[config.mk]
export PLATFORM = sky130hd
export DESIGN_NAME = flash_guard
export DESIGN_NICKNAME = d
export VERILOG_FILES = /design/src/rtl/flash_guard.sv
export SDC_FILE = /design/constraint.sdc
export NUM_CORES = 1
export LEC_CHECK = 0
export ABC_CLOCK_PERIOD_IN_PS = 2700
export CAP_MARGIN = 15
export CORE_ASPECT_RATIO = 1.1
export CORE_MARGIN = 2
export CORE_UTILIZATION = 49
export DETAILED_ROUTE_END_ITERATION = 8
export GPL_ROUTABILITY_DRIVEN = 1
export HOLD_SLACK_MARGIN = 0.15
export PLACE_DENSITY = 0.8
export SYNTH_ARGS = -nofsm -noshare
export SYNTH_HDL_FRONTEND = slang
export SYNTH_SLANG_ARGS = --single-unit
[constraint.sdc]
create_clock -name clk -period 2.7 [get_ports clk]
set_clock_uncertainty 0.05 [all_clocks]
set_input_delay 0.54 -clock clk [delete_from_list [all_inputs] [get_ports clk]]
set_output_delay 0.54 -clock clk [all_outputs]
set_load 0.02 [all_outputs]
[src/rtl/flash_guard.sv]
module flash_guard #(
  parameter int NUM_BLOCKS = 8,
  parameter int ADDR_W     = 16,
  parameter int BLK_SHIFT  = 11
) (
  input  logic                  clk,
  input  logic                  rst_n,
  input  logic                  acc_valid,
  input  logic [1:0]            acc_kind,
  input  logic [ADDR_W-1:0]     acc_addr,
  output logic                  fwd_valid,
  output logic [1:0]            fwd_kind,
  output logic [ADDR_W-1:0]     fwd_addr,
  output logic                  bus_fault,
  input  logic                  pe_done,
  input  logic                  reg_wr,
  input  logic [2:0]            reg_sel,
  input  logic [NUM_BLOCKS-1:0] reg_wdata,
  output logic [NUM_BLOCKS-1:0] reg_rdata,
  output logic                  irq
);
  localparam int SEL_W = (NUM_BLOCKS > 1) ? $clog2(NUM_BLOCKS) : 1;

  logic [NUM_BLOCKS-1:0] rd_nv = '1;
  logic [NUM_BLOCKS-1:0] pg_nv = '1;
  logic [NUM_BLOCKS-1:0] rd_en, pg_en;
  logic [1:0]            mask, raw, clr;
  logic [SEL_W-1:0]      sidx;
  logic                  in_range, rd_bit, pg_bit, allow, fault_now, viol_now;

  assign sidx     = acc_addr[BLK_SHIFT+SEL_W-1:BLK_SHIFT];
  assign in_range = 32'(acc_addr[ADDR_W-1:BLK_SHIFT]) < NUM_BLOCKS;
  assign rd_bit   = in_range && rd_en[sidx];
  assign pg_bit   = in_range && pg_en[sidx];

  always_comb begin
    case (acc_kind)
      2'd0:    allow = rd_bit;
      2'd1:    allow = in_range;
      default: allow = pg_bit;
    endcase
  end

  assign fault_now = acc_valid && (!in_range || (acc_kind == 2'd0 && !rd_bit));
  assign viol_now  = acc_valid && in_range && acc_kind[1] && !pg_bit;
  assign clr       = (reg_wr && reg_sel == 3'd3) ? reg_wdata[1:0] : 2'b00;
  assign irq       = |(raw & mask);

  always_ff @(posedge clk) begin
    if (!rst_n) begin
      rd_en     <= rd_nv;
      pg_en     <= pg_nv;
      mask      <= '0;
      raw       <= '0;
      fwd_valid <= 1'b0;
      fwd_kind  <= '0;
      fwd_addr  <= '0;
      bus_fault <= 1'b0;
    end else begin
      fwd_valid <= acc_valid && allow;
      if (acc_valid && allow) begin
        fwd_kind <= acc_kind;
        fwd_addr <= acc_addr;
      end
      bus_fault <= fault_now;
      raw <= (raw & ~clr) | {pe_done, viol_now};
      if (reg_wr) begin
        case (reg_sel)
          3'd0: rd_en <= rd_en & reg_wdata;
          3'd1: pg_en <= pg_en & reg_wdata;
          3'd2: mask  <= reg_wdata[1:0];
          default: ;
        endcase
      end
    end
  end

  always_ff @(posedge clk) begin
    if (rst_n && reg_wr && reg_sel == 3'd4) begin
      rd_nv <= rd_en;
      pg_nv <= pg_en;
    end
  end

  always_comb begin
    case (reg_sel)
      3'd0:    reg_rdata = rd_en;
      3'd1:    reg_rdata = pg_en;
      3'd2:    reg_rdata = NUM_BLOCKS'(mask);
      3'd3:    reg_rdata = NUM_BLOCKS'(raw & mask);
      3'd5:    reg_rdata = NUM_BLOCKS'(raw);
      default: reg_rdata = '0;
    endcase
  end
endmodule

* Word-level counts from Yosys, hierarchy flattened
Index checks and enable logic that the tools add are counted.
Word-level totals: word-level logic and storage cells 62, bits in registers 56, output and inout bits 29, input port bits 34
Cells by class: muxes and demuxes 13, eq/ne operators 9, reduce and logical (&&, ||, !) cells 21, magnitude comparators 2, bitwise logic cells 7
Operators by type and width (count):
- 2-to-1 mux 8 bit | 6
- case mux 8 bit (5 select lines) | 1
- AND 8 bit | 2
- logical AND 1 bit | 11
- AND 2 bit | 3
- binary-select mux 1 bit (select 3 bit) | 2
- == test 3 x 2 -> 1 bit, second input constant | 2
- == test 3 bit, second input constant | 2
- != test 2 x 1 -> 1 bit, second input constant | 3
- AND reduction 2 bit | 3
- less-than comparator 5 x 4 -> 1 bit, second input constant | 1
- less-than comparator 3 x 4 -> 1 bit, second input constant | 1
- == test 3 x 1 -> 1 bit, second input constant | 1
- logical NOT 1 bit | 3
- logical NOT 3 bit | 1
- == test 2 x 1 -> 1 bit, second input constant | 1
- logical NOT 2 bit | 1
- 2-to-1 mux 1 bit | 2
- 2-to-1 mux 2 bit | 1
- NOT 2 bit | 1
- OR 2 bit | 1
- case mux 1 bit (2 select lines) | 1
- OR reduction 2 bit | 1
- logical OR 1 bit | 1

* Longest topological paths before layout
Gate-level depths: netlist of run 1.
word-level depth 7, depth in mapped cells 8, mapped depth without buffers 5

* Least setup slack after synthesis of run 1
Ideal clock, no wire load.
path kind input -> register, start in acc_addr[11], end reg fwd_valid, required time 2.535 ns, stages on the path 7, setup slack 0.488 ns, library setup time 0.115 ns, arrival 2.047 ns, buffers on the path 3, cell sequence buf_6 > mux4_2 > a211o_1 > and3_4 > buf_6 > buf_8 > and2_1
On the way: word-level cells in the longest chain between the ends 5, elaborated cells on any way between the ends 9, those cells by class order compare (1); mux (5); reduce/logical (3)
RTL lines:
- from (decl) | line 10 | input logic [ADDR_W-1:0] acc_addr,
- binary-select mux 1 bit (select 3 bit) (on tied branches) | line 34, 33
- 2-to-1 mux 1 bit (on tied branches) | line 34, 33
- logical AND 1 bit (on tied branches) | line 34, 33
- case mux 1 bit (2 select lines) (*) | line 37 | case (acc_kind)
- logical AND 1 bit (*) | line 60 | fwd_valid <= acc_valid && allow;
- to (signal assigned) | line 60
- to (decl) | line 11 | output logic fwd_valid,
Mark *: on every way between the ends. The rest lies on a longest branch, timed or not. The select of a mux whose other input is x is not followed. A chain may end at the register's enable or synchronous reset.

* Final worst setup path of run 1
start in reg_sel[1], end out reg_rdata[3]
On the way: word-level cells in the longest chain between the ends 2, elaborated cells on any way between the ends 6, those cells by class eq/ne (4); mux (1); reduce/logical (1)
RTL lines:
- from (decl) | line 17 | input logic [2:0] reg_sel,
- == test 3 bit (tied with other cells) | line 86 | case (reg_sel)
- case mux 8 bit (5 select lines) (*) | line 86
- to (decl) | line 19 | output logic [NUM_BLOCKS-1:0] reg_rdata,
Mark *: on every way between the ends. The rest lies on a longest branch, timed or not.

==> impl_metrics.toml, run 1 <==
[pwr]
swShare = 0.2249
ir_worst_vdd_mv = 0.3319
pwr-share-seq = 0.561
p_int_uw = 1327
p_comb_frac = 0.128
clkPwrFrac = 0.311
switchingPower_uw = 385.2
p_leak_uw = 0.001276
p_per_area_mw_per_mm2 = 520.2

[floorplanning]
dieWidth_um = 71.88
placementRows = 27
die-area_mm2 = 0.005655
pin_count = 63
coreArea_mm2 = 0.004932
initial_core_util = 0.5036
die_h_um = 78.67

[synthesis]
synth_area_leaders = "edfxtp_1, dfxtp_1, mux2i_1, nand2_1, o21ai_0"
synth.cell_area_mm2 = 0.002484
synth_ff_type = "edfxtp_1"
synth.distinct_cells = 32
async_reset_ff_frac = 0
synthTopCellsByCount = "nand2_1, edfxtp_1, mux2i_1"
synth_top_area_frac = 0.3869
avgSynthCellArea_um2 = 10.94
synth_most_common_cell = "nand2_1"
ys_ff_latch = 56
synth_edf_count = 32
netlist.top_cell.by_area = "edfxtp_1"
yosys_warnings = 0
netlist_instances = 227
synth_nets = 261
synth.yosys.seq_area_share = 0.5804

[setup_path]
critical_path_depth = 4
required_ns = 2.11
cp_max_fo = 6
cp-startpoint = "reg_sel[1]"
arrival_ns = 1.91
endpoint_kind = "output port"
worst_path_dominant_cell_family = "buffers and inverters"
path_cells = "clkdlybuf4s50_1 > or2_2 > nor2_1 > dlygate4sd2_1"
worstRegToRegCells = 4
critPathSlowestCell = "clkdlybuf4s50_1"
max_stage_delay_ns = 0.51
critPathBufInv = 2
crit_type = "primary input to output port"
r2r-start = "pg_en[7]$_DFFE_PP_"
setup.worst_path.start_class = "primary input"

[hold_path]
hold_start = "fwd_kind[1]$_SDFFE_PN0P_"
hold_class = "register to register"
whs_path_depth = 2

[clock_network]
clockRootBuffer = "clkbuf_8"
clk_pin_slew_worst_paths_ns = 0.09
cts_buffer_depth = 2
numCtsBuffers = 5
clkSinkCount = 56
clk_latency_ns = 0.30
post_cts_buffers = 0
tritoncts = "yes"
htree_levels = 2

[finish]
drive_gt1_frac = 0.08475
syn_to_final_growth_pct = 32.54
post-route-util = 0.6674
fill_cells = 386
n_antenna_cell = 0
nNetsFinal = 328

[grt]
antenna_found_initial = 0
overflow = 0
first_global_vias = 1806
grt_usage = 0.1992
grt_max_degree = 28
grt_pass1_wl_um = 8680

[outcome]
status = "finished clean"

[routing]
wl_per_cell_um = 14.64
totalWireLength_um = 5168
drc = 0
routed_via_density = 5.249
vias = 1853
drt_iter0_drc = 118
first_pass_iters = 4
ant_nets = 0

[timing]
setup_viol = 0
worst_slew_pin_slew_ns = 0.4257
hold_ws_ns = 0.4022
slew_headroom = 0.7156
grt_setup_unrepaired = "false"
fin_crit_ns = 2.501
fin_crit_sh = 0.9263
final-max-slew-violation-count = 0
clock.fmax_mhz = 399.8
hold_violations = 0

[place]
place_congestion = 0.7624
io_buffers = 62
hpwl_um = 3816

[job]
maxCapViolations = 0
==> area by class of cell <==
class	instances	area, um^2	area share
Inverter	16	60.06	0.01824
Timing Repair Buffer	74	706.9	0.2147
Tap cell	58	72.57	0.02204
Multi-Input combinational cell	141	903.4	0.2744
Clock inverter	2	35.03	0.01064
Sequential cell	56	1441	0.4379
Clock buffer	6	72.57	0.02204
==> state kept, by name, summed over array words and instances (netlist names), 2 cells and up <==
name      cells
fwd_addr     16
pg_en         8
pg_nv         8
rd_en         8
rd_nv         8
fwd_kind      2
mask          2
raw           2
==> cells in the final DEF (no fill, tap or decap), drive strengths merged <==
| cell | synthesis | layout |
|---|---|---|
| o21ai | 20 | 20 |
| nor2b | 3 | 3 |
| mux2i | 27 | 27 |
| inv | 16 | 16 |
| nand3 | 16 | 16 |
| a211o | 1 | 1 |
| and3b | 2 | 2 |
| buf | 4 | 13 |
| and3 | 1 | 1 |
| clkbuf | 10 | 6 |
| and4 | 1 | 1 |
| nor2 | 9 | 9 |
| or2 | 1 | 1 |
| dfxtp | 24 | 24 |
| edfxtp | 32 | 32 |
| nand2 | 35 | 35 |
| o31ai | 1 | 1 |
| and2 | 2 | 2 |
| nor3b | 1 | 1 |
| nand4 | 2 | 2 |
| nand2b | 6 | 6 |
| a21oi | 2 | 2 |
| a32oi | 2 | 2 |
| a22o | 1 | 1 |
| dlygate4sd2 | 0 | 9 |
| clkinv | 0 | 1 |
| nor3 | 1 | 1 |
| mux4 | 3 | 3 |
| clkdlybuf4s50 | 0 | 52 |
| and4b | 1 | 1 |
| o22ai | 2 | 2 |
| a21boi | 1 | 1 |
| bufinv | 0 | 1 |
==> tightest hold or removal path, stage by stage, from the launching register on <==
cell     delay [ns]
dfxtp_1        0.32
nand2_1        0.05
o21ai_1        0.05
==> path summary, 6_finish.rpt <==
path,slack [ns],endpoint
setup reg to reg,0.79,fwd_valid$_SDFF_PN0_
setup / recovery,0.20,reg_rdata[3]
hold reg to reg,0.40,fwd_kind[1]$_SDFFE_PN0P_
hold / removal,0.40,fwd_kind[1]$_SDFFE_PN0P_
==> power by group through the flow <==
stage / logic [uW] / clock network, uW / registers [uW]
final: 219 / 533 / 961
after global routing: 239 / 574 / 966
after CTS: 221 / 542 / 961
after detailed placement: 224 / 0 / 980
after global placement: 221 / 0 / 979
after floorplan: 104 / 0 / 981
==> layer usage <==
metal,vias to the layer above,track usage,part of all wire
li1,926,-,-
met1,867,0.2527,0.43
met2,53,0.3213,0.49
met3,7,0.07060,0.072
met4,0,0.05660,0.010
met5,-,0,0
==> per-stage QoR <==
stage | worst slack (ns) | std cells | instance area (um^2) | setup TNS, ns | power, uW
finish | 0.1989 | 353 | 3292 | 0 | 1712
global route | 0.1309 | 353 | 3292 | 0 | 1779
CTS | 0.1944 | 353 | 3292 | 0 | 1724
detailed placement | -0.08139 | 345 | 3196 | -0.4459 | 1204
global placement | -0.05350 | 345 | 3196 | -0.2550 | 1200
floorplan | 0.4882 | 227 | 2484 | 0 | 1085
==> cells by family after synthesis <==
family / after synthesis / share of synthesized area
compound gates: 30 / 0.06952
simple gates: 81 / 0.1582
mux: 30 / 0.1360
buf+inv: 30 / 0.05592
flops: 56 / 0.5804
==> what timing repair did <==
item,in CTS,in global routing
gates resized for setup,9,0
hold buffers,0,0
endpoints found under the setup margin,8,0
Power figures use the tool's default switching activity.
==> inputs of run 2 (changes only) <==
Settings changed: CAP_MARGIN 15 to 20, CORE_MARGIN 2 to not set.
==> run 2 against run 1 <==
Compared with the run above: wire length grew 4.7%; clock-buffer cell count shrank 1; global-route usage grew 2.1 points; sequential power is essentially flat; sequential share of layout area grew 0.13 points; worst setup slack lost 0.0015 ns; non-clock buffer count is the same; flip-flop and latch count is the same; final area shrank 0.30%; cell count shrank 0.57%; worst hold slack gained 0.010 ns; clock power grew 2%; highest routed layer unchanged.
==> impl_metrics.toml, run 2 (synthesis gave the netlist of run 1 again) <==
[grt]
overflow = 0
grt_max_degree = 34
grt_usage = 0.2198
grt_pass1_wl_um = 9259
first_global_vias = 1930
antenna_found_initial = 0

[clock_network]
clkSinkCount = 56
numCtsBuffers = 5
clk_pin_slew_worst_paths_ns = 0.09
cts_buffer_depth = 2
clockRootBuffer = "clkbuf_8"
clk_latency_ns = 0.31
htree_levels = 2
hold_buffers = 0
tritoncts = "yes"

[routing]
first_pass_iters = 6
drc = 0
totalWireLength_um = 5411
wl_per_cell_um = 15.42
vias = 1887
routed_via_density = 5.376
drt_iter0_drc = 103
ant_nets = 0

[setup_path]
setup.worst_path.start_class = "primary input"
endpoint_kind = "output port"
cp_max_fo = 5
crit_type = "primary input to output port"
arrival_ns = 1.91
required_ns = 2.11

[place]
io_buffers = 62
place_ws_ns = -0.07356
hpwl_um = 3872
placed_cells = 343
place_congestion = 0.8441

[hold_path]
hold_class = "register to register"

[floorplanning]
placementRows = 26
initial_core_util = 0.5229
die_h_um = 76.67
pin_count = 63
dieWidth_um = 69.88
die-area_mm2 = 0.005358
coreArea_mm2 = 0.004750

[pwr]
p_per_area_mw_per_mm2 = 525.2
ir_worst_vdd_mv = 0.3355
p_total_uw = 1724
p_leak_uw = 0.001269

[job]
maxCapViolations = 0

[timing]
worst_slew_pin_slew_ns = 0.5470
clock.fmax_mhz = 399.6
setup_viol = 0
grt_setup_unrepaired = "false"
setup_slack_ns = 0.1974
fin_crit_ns = 2.503
fin_crit_sh = 0.9269
final-max-slew-violation-count = 0
hold_violations = 0
slew_headroom = 0.6353
hold_ws_ns = 0.4124

[finish]
largest_register_ffs = 16
final_common_cell = "clkdlybuf4s50_1"
n_antenna_cell = 0
largest_register = "fwd_addr"
fin_cells = 351
nNetsFinal = 328
drive_gt1_frac = 0.08814
mostFrequentLayoutCells = "clkdlybuf4s50_1, nand2_1, edfxtp_1, mux2i_1, dfxtp_1"
syn_to_final_growth_pct = 32.14

[outcome]
status = "finished clean"
[run 2: cell count changes in the layout (fill, tap and decap cells not counted), sizes merged]
cell           before  now
clkbuf              6    5
clkdlybuf4s50      52   53
clkinvlp            0    1
dlygate4sd2         9    8
[run 2: metrics by stage]
step / util / area, um^2 / TNS (ns)
3_3_place_gp: 0.6697 / 3181 / -0.3058
6_report: 0.6910 / 3282 / 0
2_1_floorplan: - / 2484 / 0
4_1_cts: 0.6910 / 3282 / 0
5_1_grt: 0.6910 / 3282 / 0
3_5_place_dp: 0.6697 / 3181 / -0.2308
[run 2: power breakdown]
group | total (uW) | internal, uW | switching, uW
Clock | 544 | 275 | 269
Sequential | 961 | 935 | 25.8
Combinational | 219 | 115 | 104
[run 2: critical path, cell delays in order]
cell,delay (ns)
clkdlybuf4s50_1,0.55
buf_4,0.15
nand2b_1,0.05
a32oi_1,0.20
o22ai_1,0.10
dlygate4sd2_1,0.32
[run 2: final timing paths]
kind	start	endpoint	slack, ns	depth (start not counted)
hold reg to reg	fwd_kind[1]$_SDFFE_PN0P_	fwd_kind[1]$_SDFFE_PN0P_	0.41	2
setup reg to reg	pg_en[4]$_DFFE_PP_	fwd_valid$_SDFF_PN0_	0.78	4
hold / removal	fwd_kind[1]$_SDFFE_PN0P_	fwd_kind[1]$_SDFFE_PN0P_	0.41	2
setup / recovery	reg_sel[0]	reg_rdata[0]	0.20	6
[run 2: routing by layer]
layer | global-route usage | routed length (um) | vias to the layer above
met5 | 0 | 0 | -
met4 | 0.07200 | 76 | 0
met3 | 0.05650 | 311 | 7
met2 | 0.3587 | 2647 | 49
met1 | 0.2858 | 2376 | 908
li1 | - | - | 923
[run 2: area by class of cell]
cell class,instances,area [um^2]
clock buffers,5,68.82
clock inverters,3,42.54
fillers,357,1468
inverters,16,60.06
multi-input cells,141,903.4
flip-flops and latches,56,1441
well taps,56,70.07
repair buffers,74,695.7
[run 2: timing repair]
action | in CTS | in global routing
gates resized for setup | 8 | 0
endpoints found under the setup margin | 8 | 0
setup buffers | 0 | 0
==> inputs of run 3 (changes only) <==
Settings changed: CTS_CLUSTER_SIZE set to 20, RECOVER_POWER set to 100, TNS_END_PERCENT set to 5.
==> run 3 against run 2 <==
Compared with the run above: critical endpoint unchanged; fmax down 0.97%; utilization is 0.53 points lower; sequential power barely moved; first-iteration DRC count decreased by 17%; power decreased by 0.46%; worst setup slack got worse by 0.025 ns; wire length is 0.31% lower; sequential share of layout area increased by 0.34 points; critical path depth unchanged; clock-buffer cell count is the same.
==> impl_metrics.toml, run 3 (synthesis gave the netlist of run 1 again) <==
[outcome]
status = "finished clean"

[job]
maxCapViolations = 0

[floorplanning]
dieWidth_um = 69.88
initial_core_util = 0.5229
pin_count = 63
die-area_mm2 = 0.005358
coreArea_mm2 = 0.004750
die_h_um = 76.67
placementRows = 26

[routing]
first_pass_iters = 4
vias = 1891
drc = 0
wl_per_cell_um = 15.37
ant_nets = 0
totalWireLength_um = 5394
drt_iter0_drc = 85
routed_via_density = 5.387

[timing]
setup_viol = 0
slew_headroom = 0.1417
clock.fmax_mhz = 395.7
finalSetupTns_ns = 0
fin_crit_ns = 2.527
fin_crit_sh = 0.9360
final-max-slew-violation-count = 0
worst_slew_pin_slew_ns = 1.287
grt_setup_unrepaired = "false"
hold_violations = 0
setup_slack_ns = 0.1729

[setup_path]
endpoint_kind = "output port"
cp_max_fo = 5
setup.worst_path.start_class = "primary input"
crit_type = "primary input to output port"
arrival_ns = 1.94
required_ns = 2.11

[finish]
final_common_cell = "nand2_1"
syn_to_final_growth_pct = 31.13
n_antenna_cell = 0
nNetsFinal = 328
drive_gt1_frac = 0.06780
seqCellArea_mm2 = 0.001441
mostFrequentLayoutCells = "nand2_1, edfxtp_1, clkdlybuf4s50_1, mux2i_1"
multi_input_area_um2 = 899.6
post-route-util = 0.6857
largest_register = "fwd_addr"
largest_register_ffs = 16
fin_cells = 351
fill_cells = 367

[grt]
antenna_found_initial = 0
grt_pass1_wl_um = 9259
overflow = 0
grt_usage = 0.2198
grt_max_degree = 34
first_global_vias = 1930

[clock_network]
clk_pin_slew_worst_paths_ns = 0.09
tritoncts = "yes"
clockRootBuffer = "clkbuf_8"
cts_buffer_depth = 2
numCtsBuffers = 5
htree_levels = 2
hold_buffers = 0
clk_latency_ns = 0.31
post_cts_buffers = 0
clkSinkCount = 56

[pwr]
p_per_area_mw_per_mm2 = 526.8
p_leak_uw = 0.001321
ir_worst_vdd_mv = 0.3338
p_total_uw = 1716

[place]
hpwl_um = 3872
placed_cells = 343
io_buffers = 62
place_congestion = 0.8441
place_ws_ns = -0.07356

[hold_path]
hold_class = "register to register"
-- run 3: cell types whose count changed in the layout (fill, tap and decap cells not counted), sizes merged --
cell           before  now
buf                13    6
clkbuf              5   12
dlygate4sd3         0   24
clkdlybuf4s50      53   29
-- run 3: metrics by stage --
step                      area [um^2]  hold WS (ns)
after floorplan                  2484        0.4058
after global placement           3181        0.3903
after global routing             3257        0.4288
after detailed placement         3181        0.4017
after CTS                        3282        0.4177
final                            3257        0.4083
-- run 3: repair_timing --
action                                 CTS  global route
gates resized for setup                  8             0
setup endpoints to repair                8             0
endpoints found under the hold margin    0             0
-- run 3: report_power, final --
part           internal (uW)  total (uW)  switching, uW  leakage, uW
combinational            107         210            103     0.000764
sequential               935         961           25.8     0.000503
clock                    275         544            269    0.0000541
total                   1320        1720            398      0.00132
-- run 3: worst max-delay path: stages --
cell             delay [ns]
clkdlybuf4s50_1        0.53
clkbuf_1               0.19
nor2_1                 0.09
a32oi_1                0.16
o22ai_1                0.10
dlygate4sd2_1          0.32
-- run 3: layer usage --
layer	vias up	global-route usage	wire, um
li1	925	-	-
met1	909	0.2858	2362
met2	50	0.3587	2654
met3	7	0.05650	303
met4	0	0.07200	74
met5	-	0	0
-- run 3: worst paths after layout --
kind                                            endpoint                     start  slack (ns)  depth (start not counted)
worst min-delay path            fwd_addr[6]$_SDFFE_PN0P_  fwd_addr[6]$_SDFFE_PN0P_        0.41                          2
worst max register to register      fwd_valid$_SDFF_PN0_        pg_en[4]$_DFFE_PP_        0.62                          4
worst min register to register  fwd_addr[6]$_SDFFE_PN0P_  fwd_addr[6]$_SDFFE_PN0P_        0.41                          2
worst max-delay path                        reg_rdata[0]                reg_sel[1]        0.17                          6
-- run 3: layout make-up --
cell class                 count  area share
inverter                      16     0.01844
sequential                    56      0.4426
clock inverter                 3     0.01306
clock buffer                   5     0.02113
timing repair buffer          74      0.2071
multi-input combinational    141      0.2762
tap                           56     0.02151
